**src/rtl/adc_mon_pkg.sv**
```systemverilog
package adc_mon_pkg;

  typedef enum logic [1:0] {
    POL_NONE = 2'd0,
    POL_HI   = 2'd1,
    POL_LO   = 2'd2
  } pol_t;

  typedef struct packed {
    logic acc;
    logic rng;
    logic ovwr;
    logic mflg;
  } flag_t;

endpackage

```
**src/rtl/adc_word_clip.sv**
```systemverilog
module adc_word_clip #(
  parameter int IN_W  = 26,
  parameter int OUT_W = 24
) (
  input  logic                    clk,
  input  logic                    rst,
  input  logic                    res_valid,
  input  logic signed [IN_W-1:0]  res_data,
  input  logic                    res_ovf,
  output logic [OUT_W-1:0]        out_word,
  output logic                    out_valid
);

  localparam logic signed [IN_W-1:0] SAT_HI =
    {{(IN_W-OUT_W+1){1'b0}}, {(OUT_W-1){1'b1}}};
  localparam logic signed [IN_W-1:0] SAT_LO =
    {{(IN_W-OUT_W+1){1'b1}}, {(OUT_W-1){1'b0}}};
  localparam logic [OUT_W-1:0] FS_POS = {1'b0, {(OUT_W-1){1'b1}}};
  localparam logic [OUT_W-1:0] FS_NEG = {1'b1, {(OUT_W-1){1'b0}}};

  logic [OUT_W-1:0] word_nxt;

  always_comb begin
    if (res_ovf)
      word_nxt = res_data[IN_W-1] ? FS_NEG : FS_POS;
    else if (res_data > SAT_HI)
      word_nxt = FS_POS;
    else if (res_data < SAT_LO)
      word_nxt = FS_NEG;
    else
      word_nxt = res_data[OUT_W-1:0];
  end

  always_ff @(posedge clk) begin
    if (rst) begin
      out_word  <= '0;
      out_valid <= 1'b0;
    end else begin
      out_valid <= res_valid;
      if (res_valid) out_word <= word_nxt;
    end
  end

  p_valid_follow_r1: assert property (@(posedge clk) disable iff (rst)
    res_valid |=> out_valid);
  p_valid_idle_r1: assert property (@(posedge clk) disable iff (rst)
    !res_valid |=> !out_valid);
  p_inrange_pass_r1: assert property (@(posedge clk) disable iff (rst)
    (res_valid && !res_ovf && res_data <= SAT_HI && res_data >= SAT_LO)
      |=> out_word == $past(res_data[OUT_W-1:0]));
  p_ovf_pos_r1: assert property (@(posedge clk) disable iff (rst)
    (res_valid && res_ovf && !res_data[IN_W-1]) |=> out_word == FS_POS);
  p_ovf_neg_r1: assert property (@(posedge clk) disable iff (rst)
    (res_valid && res_ovf && res_data[IN_W-1]) |=> out_word == FS_NEG);

endmodule

```
**src/rtl/adc_range_watch.sv**
```systemverilog
module adc_range_watch
  import adc_mon_pkg::*;
#(
  parameter int IN_W      = 26,
  parameter int RANGE_CNT = 4,
  parameter int LIM_HI    = 6291455,
  parameter int LIM_LO    = -6291456
) (
  input  logic                   clk,
  input  logic                   rst,
  input  logic                   res_valid,
  input  logic signed [IN_W-1:0] res_data,
  output logic                   range_hit
);

  localparam int CW = $clog2(RANGE_CNT + 1);
  localparam logic signed [IN_W-1:0] HI_B = IN_W'(LIM_HI);
  localparam logic signed [IN_W-1:0] LO_B = IN_W'(LIM_LO);
  localparam logic [CW-1:0] CNT_TOP = CW'(RANGE_CNT);

  pol_t          pol_q, pol_n;
  logic [CW-1:0] cnt_q, cnt_n, cnt_inc;
  logic          is_hi, is_lo;

  always_comb begin
    is_hi   = res_data > HI_B;
    is_lo   = res_data < LO_B;
    cnt_inc = (cnt_q == CNT_TOP) ? cnt_q : cnt_q + 1'b1;
    pol_n   = pol_q;
    cnt_n   = cnt_q;
    if (res_valid) begin
      if (is_hi) begin
        pol_n = POL_HI;
        cnt_n = (pol_q == POL_HI) ? cnt_inc : CW'(1);
      end else if (is_lo) begin
        pol_n = POL_LO;
        cnt_n = (pol_q == POL_LO) ? cnt_inc : CW'(1);
      end else begin
        pol_n = POL_NONE;
        cnt_n = '0;
      end
    end
    range_hit = res_valid && (cnt_n == CNT_TOP);
  end

  always_ff @(posedge clk) begin
    if (rst) begin
      pol_q <= POL_NONE;
      cnt_q <= '0;
    end else begin
      pol_q <= pol_n;
      cnt_q <= cnt_n;
    end
  end

  p_cnt_bound_r3: assert property (@(posedge clk) disable iff (rst)
    cnt_q <= CNT_TOP);
  p_inrange_restart_r3: assert property (@(posedge clk) disable iff (rst)
    (res_valid && !is_hi && !is_lo) |=> cnt_q == '0);
  p_pol_consistent_r3: assert property (@(posedge clk) disable iff (rst)
    (pol_q == POL_NONE) == (cnt_q == '0));

endmodule

```
**src/rtl/adc_settle_track.sv**
```systemverilog
module adc_settle_track #(
  parameter int SETTLE_CNT = 4
) (
  input  logic clk,
  input  logic rst,
  input  logic res_valid,
  input  logic sync_in,
  input  logic cfg_change,
  input  logic pwr_down,
  input  logic mflg_set,
  output logic settled
);

  localparam int CW = $clog2(SETTLE_CNT + 1);
  localparam logic [CW-1:0] CNT_LAST = CW'(SETTLE_CNT - 1);

  logic          pd_q;
  logic          pd_leave;
  logic          clr_evt;
  logic [CW-1:0] cnt_q;

  assign pd_leave = pd_q && !pwr_down;
  assign clr_evt  = sync_in || cfg_change || pwr_down || pd_leave || mflg_set;

  always_ff @(posedge clk) begin
    if (rst) begin
      pd_q    <= 1'b0;
      settled <= 1'b0;
      cnt_q   <= '0;
    end else begin
      pd_q <= pwr_down;
      if (clr_evt) begin
        settled <= 1'b0;
        cnt_q   <= '0;
      end else if (!settled && res_valid) begin
        if (cnt_q == CNT_LAST) begin
          settled <= 1'b1;
          cnt_q   <= '0;
        end else begin
          cnt_q <= cnt_q + 1'b1;
        end
      end
    end
  end

  p_drop_r8: assert property (@(posedge clk) disable iff (rst)
    (sync_in || cfg_change || pwr_down || mflg_set) |=> !settled);
  p_cnt_bound_r8: assert property (@(posedge clk) disable iff (rst)
    cnt_q <= CNT_LAST);
  p_rise_needs_valid_r8: assert property (@(posedge clk) disable iff (rst)
    (!settled && !res_valid) |=> !settled);

endmodule

```
**src/rtl/adc_err_flags.sv**
```systemverilog
module adc_err_flags
  import adc_mon_pkg::*;
(
  input  logic clk,
  input  logic rst,
  input  logic settled,
  input  logic pwr_down,
  input  logic stat_clr,
  input  logic acc_evt,
  input  logic rng_evt,
  input  logic ovwr_evt,
  input  logic ext_flag,
  output logic mflg_set,
  output logic acc_flag,
  output logic range_flag,
  output logic ovwr_flag,
  output logic mflg_flag,
  output logic err_flag,
  output logic err_n
);

  flag_t f_q, f_n;

  always_comb begin
    mflg_set = settled && !pwr_down && ext_flag && !f_q.mflg;
    f_n      = f_q;
    if (settled) begin
      if (stat_clr) f_n = '0;
      if (acc_evt)  f_n.acc  = 1'b1;
      if (rng_evt)  f_n.rng  = 1'b1;
      if (ovwr_evt) f_n.ovwr = 1'b1;
      if (!pwr_down && ext_flag) f_n.mflg = 1'b1;
    end
  end

  always_ff @(posedge clk) begin
    if (rst) begin
      f_q      <= '0;
      err_flag <= 1'b0;
      err_n    <= 1'b1;
    end else begin
      f_q      <= f_n;
      err_flag <= f_n.acc | f_n.ovwr | f_n.mflg;
      err_n    <= ~(f_n.acc | f_n.ovwr | f_n.mflg);
    end
  end

  assign acc_flag   = f_q.acc;
  assign range_flag = f_q.rng;
  assign ovwr_flag  = f_q.ovwr;
  assign mflg_flag  = f_q.mflg;

  p_acc_set_r2: assert property (@(posedge clk) disable iff (rst)
    (settled && acc_evt) |=> acc_flag);
  p_rng_set_r3: assert property (@(posedge clk) disable iff (rst)
    (settled && rng_evt) |=> range_flag);
  p_ovwr_set_r4: assert property (@(posedge clk) disable iff (rst)
    (settled && ovwr_evt) |=> ovwr_flag);
  p_mflg_pd_r5: assert property (@(posedge clk) disable iff (rst)
    (pwr_down && !mflg_flag) |=> !mflg_flag);
  p_err_or_r6: assert property (@(posedge clk) disable iff (rst)
    err_flag == (acc_flag | ovwr_flag | mflg_flag));
  p_err_pin_r6: assert property (@(posedge clk) disable iff (rst)
    err_n != err_flag);
  p_clear_r7: assert property (@(posedge clk) disable iff (rst)
    (settled && stat_clr && !acc_evt && !rng_evt && !ovwr_evt && !ext_flag)
      |=> (f_q == '0));
  p_frozen_r9: assert property (@(posedge clk) disable iff (rst)
    !settled |=> $stable(f_q));

endmodule

```
**src/rtl/adc_status_mon.sv**
```systemverilog
module adc_status_mon #(
  parameter int IN_W       = 26,
  parameter int OUT_W      = 24,
  parameter int RANGE_CNT  = 4,
  parameter int SETTLE_CNT = 4,
  parameter int LIM_HI     = 6291455,
  parameter int LIM_LO     = -6291456
) (
  input  logic                   clk,
  input  logic                   rst,
  input  logic                   res_valid,
  input  logic signed [IN_W-1:0] res_data,
  input  logic                   res_ovf,
  input  logic                   rd_start,
  input  logic                   rd_done,
  input  logic                   stat_rd_done,
  input  logic                   sync_in,
  input  logic                   cfg_change,
  input  logic                   pwr_down,
  input  logic                   ext_flag,
  output logic [OUT_W-1:0]       out_word,
  output logic                   out_valid,
  output logic                   acc_flag,
  output logic                   range_flag,
  output logic                   ovwr_flag,
  output logic                   mflg_flag,
  output logic                   settled,
  output logic                   err_flag,
  output logic                   err_n
);

  logic rd_open;
  logic range_hit;
  logic mflg_set;
  logic acc_evt;
  logic ovwr_evt;

  always_ff @(posedge clk) begin
    if (rst)           rd_open <= 1'b0;
    else if (rd_start) rd_open <= 1'b1;
    else if (rd_done)  rd_open <= 1'b0;
  end

  assign acc_evt  = res_valid && res_ovf;
  assign ovwr_evt = res_valid && rd_open;

  adc_word_clip #(.IN_W(IN_W), .OUT_W(OUT_W)) u_clip (
    .clk(clk), .rst(rst), .res_valid(res_valid), .res_data(res_data),
    .res_ovf(res_ovf), .out_word(out_word), .out_valid(out_valid)
  );

  adc_range_watch #(
    .IN_W(IN_W), .RANGE_CNT(RANGE_CNT), .LIM_HI(LIM_HI), .LIM_LO(LIM_LO)
  ) u_range (
    .clk(clk), .rst(rst), .res_valid(res_valid), .res_data(res_data),
    .range_hit(range_hit)
  );

  adc_settle_track #(.SETTLE_CNT(SETTLE_CNT)) u_settle (
    .clk(clk), .rst(rst), .res_valid(res_valid), .sync_in(sync_in),
    .cfg_change(cfg_change), .pwr_down(pwr_down), .mflg_set(mflg_set),
    .settled(settled)
  );

  adc_err_flags u_flags (
    .clk(clk), .rst(rst), .settled(settled), .pwr_down(pwr_down),
    .stat_clr(stat_rd_done), .acc_evt(acc_evt), .rng_evt(range_hit),
    .ovwr_evt(ovwr_evt), .ext_flag(ext_flag), .mflg_set(mflg_set),
    .acc_flag(acc_flag), .range_flag(range_flag), .ovwr_flag(ovwr_flag),
    .mflg_flag(mflg_flag), .err_flag(err_flag), .err_n(err_n)
  );

  p_read_open_r4: assert property (@(posedge clk) disable iff (rst)
    rd_start |=> rd_open);
  p_read_close_r4: assert property (@(posedge clk) disable iff (rst)
    (rd_done && !rd_start) |=> !rd_open);

endmodule

```
**config.mk**
```make
export PLATFORM = sky130hd
export DESIGN_NAME = adc_status_mon
export DESIGN_NICKNAME = d
export VERILOG_FILES = /design/src/rtl/adc_mon_pkg.sv /design/src/rtl/adc_word_clip.sv /design/src/rtl/adc_range_watch.sv /design/src/rtl/adc_settle_track.sv /design/src/rtl/adc_err_flags.sv /design/src/rtl/adc_status_mon.sv
export SDC_FILE = /design/constraint.sdc
export NUM_CORES = 1
export LEC_CHECK = 0
export ABC_CLOCK_PERIOD_IN_PS = 1900
export BUFFER_PORTS_ARGS = -buffer_cell sky130_fd_sc_hd__buf_2
export CAP_MARGIN = 10
export CELL_PAD_IN_SITES_DETAIL_PLACEMENT = 0
export CELL_PAD_IN_SITES_GLOBAL_PLACEMENT = 1
export CORE_UTILIZATION = 34
export DETAILED_ROUTE_END_ITERATION = 7
export GPL_TIMING_DRIVEN = 1
export PLACE_DENSITY = 0.87
export SETUP_SLACK_MARGIN = 0.4
export SLEW_MARGIN = 20
export SYNTH_ARGS = -nofsm -noshare
export SYNTH_HDL_FRONTEND = slang
export SYNTH_SLANG_ARGS = --single-unit
```
**constraint.sdc**
```tcl
create_clock -name clk -period 1.9 [get_ports clk]
set_input_delay 0.095 -clock clk [delete_from_list [all_inputs] [get_ports clk]]
set_output_delay 0.095 -clock clk [all_outputs]
set_load 0.05 [all_outputs]
```
==> reports/qor.txt, run 1 <==
Rel. slew slack: 77.2%
worst-path fanout max: 3
TritonCTS clock tree: yes
CTS Buffer Depth: 2
Die Width: 72.9 um
synth unique cells: 36
cts hold-fix bufs: 0
Rows: 25
share of cells above drive strength 1: 35.4%
Mapped Cells: 202
Critical Path Start Type: flop
slowest stage delay, CP: 380 ps
pin count of the biggest net entering global routing: 24
vias in the first global route: 1579
Clock Latency Late Sink: 290 ps
Seq/Total Area, Yosys: 49.2%
Area growth, synth to finish: 34.0%
# IOs: 69
Crit. path cell count: 6
number of buffers added on ports: 68
FILL cells: 496
DP Wirelength: 2910 um
Hold Path Stages: 3
nets: 313
Placer Congestion: 0.816
commonest non-fill, non-tap cells in the layout: buf_2, dfxtp_1, nor2_1, a21oi_1, nor3_1
critical path's slowest cell: dfxtp_4
core box area: 4790 um^2
H-tree depth: 2
syn nets: 242
Period minus WS final: 1470 ps
die height: 72.9 um
GRT met2 Usage: 27.5%
status: complete, no violations
R2R cell count: 6
Starting Density: 35.7%
CP Capture Type: flop
CP arrival: 1660 ps
Final WS setup: 428 ps
per-cell routed wire length: 12.4 um
CTS root buf: clkbuf_8
flops & latches, synth: 42
number of DRC markers in iteration 0: 93
gr usage total: 17.4%
critical path type: reg2reg
gr busiest metal: met2
worst path cell trace: inv_4, ha_4, nand3b_1, a31o_1, a21o_1, a32o_1
First-pass DRT Iterations: 4
PD cells: 859 nW/um^2
RSZ-0062 raised after global routing: true
worst path required time: 2090 ps
Setup-failing EPs final: 0
synthesized area: 1710 um^2
Fin Setup TNS: 0 ps
cts bufs inserted: 5
Static Leak: 1.05 nW
Period Utilization, post-route: 77.5%
Place WS: 290 ps
global-route wire length before repair: 7220 um
WP buf/inv: 1
final wirelength: 4220 um
die area: 5310 um^2
worst min path class: in2reg
Hold WS: 7.79 ps
initial antenna violation count: 0
Clock transition at path regs: 80 ps
Worst-Margin Slew: 340 ps
total congestion overflow: 0
Via density: 4.87
most common cell after layout, fill and taps aside: buf_2
maximum VDD drop: 0.449 mV
final hold violation count: 0
Antenna diodes: 0
Final Max Tran Viols: 0
remaining antenna violation count: 0
yosys warns: 0
register area: 847 um^2
# DRC: 0
# Max-Cap Violations: 0
met1 usage: 22.9%
syn_area_per_cell: 8.45 um^2
Via Count: 1661
met3 usage: 4.83%
delay-heaviest family, CP: compound AO/OA/AOI/OAI gates
Final Skew: 1.74 ps
multi-input gate area in the final layout: 837 um^2
Fmax: 679 MHz
clock tree sinks: 42
[metrics by stage]
stage	utilization, %	instance area (um^2)	cells	power [mW]
5_1_grt	47.8	2290	341	2.06
2_1_floorplan	-	1710	202	1.24
3_5_place_dp	43.9	2100	330	1.35
3_3_place_gp	43.9	2100	330	1.34
6_report	47.8	2290	341	1.97
4_1_cts	47.1	2260	340	1.98
[cell usage after synthesis]
library cell	count	area share, %
dfxtp_1	42	49
nor2_1	38	8.4
a21oi_1	30	8.8
nor3_1	26	7.6
nand2_1	9	2.0
clkbuf_1	5	1.1
inv_1	5	1.1
buf_2	4	1.2
mux2i_1	4	2.3
nor2b_1	4	1.5
ha_1	3	2.2
a31oi_1	2	0.73
a32oi_1	2	1.0
and2b_1	2	0.88
buf_6	2	1.3
nand2b_1	2	0.73
nand3b_1	2	0.88
o211ai_1	2	0.88
a211oi_2	1	0.73
a21o_1	1	0.44
a21oi_2	1	0.51
a22o_2	1	0.59
a31o_1	1	0.51
a32o_1	1	0.59
and2_1	1	0.37
and4_1	1	0.51
buf_4	1	0.44
nand3_1	1	0.29
nor2_2	1	0.37
o2111ai_1	1	0.51
o21ai_0	1	0.29
o21ai_1	1	0.29
o221ai_1	1	0.51
o22ai_1	1	0.37
or3_1	1	0.37
xnor2_1	1	0.51
[registers in the layout, summed over array words and instances, names as in the netlist, 2 cells and up]
name             flops
u_settle.cnt_q       3
u_range.pol_q        2
u_clip.out_word     24
u_range.cnt_q        3
[timing repair]
item                                   4_1_cts  5_1_grt
setup buffers                                2        1
endpoints found under the hold margin        0        0
pin swaps                                    1        7
resized for setup                            9        7
setup endpoints to repair                    1        1
[tightest hold or removal path: cells and delay by family]
| family | cells | cell delay [ps] |
|---|---|---|
| buf+inv | 1 | 80 |
| simple gates | 1 | 70 |
| compound gates | 1 | 30 |
[per-layer routing]
| layer | wire length [um] | share of wire (%) |
|---|---|---|
| met1 | 2000 | 47 |
| met2 | 1880 | 45 |
| met3 | 269 | 6.4 |
| met4 | 74 | 1.8 |
| met5 | 0 | 0 |
[final timing paths]
check	from	end	slack, ps
hold reg to reg	u_settle.cnt_q[2]$_SDFFE_PP0P_	u_settle.cnt_q[2]$_SDFFE_PP0P_	450
setup reg to reg	u_range.cnt_q[0]$_SDFF_PP0_	u_flags.range_flag$_SDFFE_PP0P_	430
hold / removal	rd_start	rd_open$_SDFFE_PP0P_	8
setup / recovery	u_range.cnt_q[0]$_SDFF_PP0_	u_flags.range_flag$_SDFFE_PP0P_	430
[report_power, final]
group / switching [mW] / total (mW) / internal, mW
clock: 0.314 / 0.615 / 0.300
sequential: 0.0250 / 0.952 / 0.926
combinational: 0.273 / 0.399 / 0.127
[final cells by class]
class | count | area share (%)
well taps | 67 | 3.66
inverters | 5 | 0.929
multi-input cells | 143 | 36.6
clock inverters | 1 | 0.383
clock buffers | 7 | 3.77
repair buffers | 76 | 17.7
flip-flops and latches | 42 | 37.0
[logic make-up after synthesis]
logic type,share of synthesized area (%)
mux,2.34
buf+inv,5.13
xor+xnor,0.513
flops,49.2
fa+ha+maj,2.20
compound gates,16.8
simple gates,23.8
No activity file was read; power rests on OpenSTA's default activity.
==> run 2, diff against run 1 <==
- ABC_CLOCK_PERIOD_IN_PS: 1900 -> 1500
- clock period: 1.9 -> 1.5 ns (I/O delays scaled with it)
==> reports/qor.txt, run 2 (synthesized netlist as in run 1, its figures left out) <==
slowest stage delay, CP: 370 ps (about the same)
Fmax: 687 MHz (+1.1%)
Place WS: -1.65 ps (-292 ps)
Finished Layout Cells: 345 (+1.2%)
maximum VDD drop: 0.600 mV (+34%)
Via density: 4.89 (+0.39%)
Antenna diodes: 0 (unchanged)
Via Count: 1687 (+1.6%)
CTS root buf: clkbuf_8
die height: 72.9 um (unchanged)
gr usage total: 17.0% (-0.47 points)
nets: 317 (+1.3%)
Setup-failing EPs final: 0 (unchanged)
share of cells above drive strength 1: 39.2% (+3.8 points)
First-pass DRT Iterations: 4 (unchanged)
max reg flops: 24 (unchanged)
Final WS setup: 44.8 ps (-383 ps)
CP arrival: 1640 ps (-20 ps)
final wirelength: 4290 um (+1.7%)
Worst-Margin Slew: 318 ps (-21.5 ps)
Placer Congestion: 0.914 (+12%)
pin count of the biggest net entering global routing: 25 (+4.2%)
TritonCTS clock tree: yes
Regs by FF count: u_clip.out_word (24), u_range.cnt_q (3), u_settle.cnt_q (3)
die area: 5310 um^2 (unchanged)
status: complete, no violations
critical path type: reg2reg
Tot Pwr: 2.50 mW (+27%)
global-route wire length before repair: 6930 um (-4.1%)
RSZ-0062 raised after global routing: true
CTS Buffer Depth: 2 (unchanged)
Met1 Routed Length: 1930 um (-3.4%)
Hold WS: 19.4 ps (+11.6 ps)
Starting Density: 35.7% (unchanged)
# Max-Cap Violations: 0 (unchanged)
number of buffers added on ports: 68 (unchanged)
Final Max Tran Viols: 0 (unchanged)
met3 wire len: 268 um (-0.37%)
commonest non-fill, non-tap cells in the layout: buf_2, nor2_1, dfxtp_1, a21oi_1, nor3_1
Static Leak: 1.09 nW (+3.3%)
Die Width: 72.9 um (unchanged)
worst path required time: 1690 ps (-400 ps)
H-tree depth: 2 (unchanged)
total congestion overflow: 0 (unchanged)
worst-path fanout max: 3 (unchanged)
WP buf/inv: 1 (unchanged)
Clock Latency Late Sink: 290 ps (about the same)
Critical Path Start Type: flop
final hold violation count: 0 (unchanged)
Final Skew: 5.94 ps (+4.19 ps)
clock tree sinks: 42 (unchanged)
# DRC: 0 (unchanged)
CP Capture Type: flop
Period minus WS final: 1460 ps (-16.7 ps)
Period Utilization, post-route: 97.0% (+20 points)
Area growth, synth to finish: 38.4%
critical path's slowest cell: dfxtp_4
cts bufs inserted: 5 (unchanged)
core box area: 4790 um^2 (unchanged)
Rel. slew slack: 78.8% (+1.5 points)
number of DRC markers in iteration 0: 73 (-22%)
initial antenna violation count: 0 (unchanged)
Largest Register: u_clip.out_word
Clock transition at path regs: 80 ps (about the same)
DP Wirelength: 2970 um (+1.9%)
PD cells: 1060 nW/um^2 (+23%)
remaining antenna violation count: 0 (unchanged)
worst path cell trace: inv_4, ha_4, nand3b_1, a31o_1, a21o_1, a32o_1
wire length on met2: 2050 um (+8.8%)
top routing layer in use: met4
worst min path class: in2reg
most common cell after layout, fill and taps aside: buf_2
# IOs: 69 (unchanged)
delay-heaviest family, CP: compound AO/OA/AOI/OAI gates
Rows: 25 (unchanged)
dpl cells: 331 (+0.30%)
vias in the first global route: 1576 (-0.19%)
per-cell routed wire length: 12.4 um (+0.48%)
==> run 2: cell count changes in the layout (fill, tap and decap cells not counted), moves of 2 or more <==
cell and change:
a31oi_1 -2, buf_4 +4, dfxtp_1 -2, nor2b_1 -2
==> run 2: timing repair <==
item	CTS	global route
resized for setup	8	10
setup endpoints to repair	6	10
gates cloned	0	0
buffers inserted	3	2
hold endpoints to repair	1	0
pin swaps	2	5
hold buffers	1	0
==> run 2: worst reg2reg max path, stage by stage, from the launching register on <==
cell and delay, ps:
dfxtp_4 370, inv_4 40, ha_4 160, nand3b_1 170, a31o_1 230, a21o_1 170, a32o_1 220
==> run 2: cell type report <==
class / instances / area (um^2)
clock buffers: 7 / 86.3
inverters: 5 / 21.3
multi-input cells: 143 / 878
well taps: 67 / 83.8
clock inverters: 1 / 8.76
repair buffers: 80 / 433
flip-flops and latches: 42 / 852
fillers: 474 / 2420
==> run 2: per-stage QoR <==
stage	instance area [um^2]	util, %	setup TNS [ps]
4_1_cts	2290	47.8	0
3_5_place_dp	2140	44.7	-1.65
6_report	2360	49.4	0
5_1_grt	2360	49.4	0
3_3_place_gp	2140	44.7	0
2_1_floorplan	1740	-	0
==> run 2: power by group <==
part | leakage (nW) | switching (mW) | internal, mW
clock network | 0.0489 | 0.392 | 0.381
registers | 0.349 | 0.0334 | 1.17
logic | 0.688 | 0.351 | 0.173
total | 1.09 | 0.776 | 1.73
==> run 2: path summary, 6_finish.rpt <==
| kind | cells after the start | from | to | slack [ps] |
|---|---|---|---|---|
| max | 6 | u_range.cnt_q[0]$_SDFF_PP0_ | u_flags.range_flag$_SDFFE_PP0P_ | 40 |
| min | 2 | pwr_down | u_settle.pd_q$_SDFF_PP0_ | 20 |
| max reg2reg | 6 | u_range.cnt_q[0]$_SDFF_PP0_ | u_flags.range_flag$_SDFFE_PP0P_ | 40 |
| min reg2reg | 2 | u_settle.cnt_q[2]$_SDFFE_PP0P_ | u_settle.cnt_q[2]$_SDFFE_PP0P_ | 450 |
==> run 2: layer usage <==
layer | global-route usage, % | vias up
li1 | - | 848
met1 | 20.6 | 780
met2 | 28.8 | 52
met3 | 5.25 | 7
met4 | 5.23 | 0
met5 | 0 | -
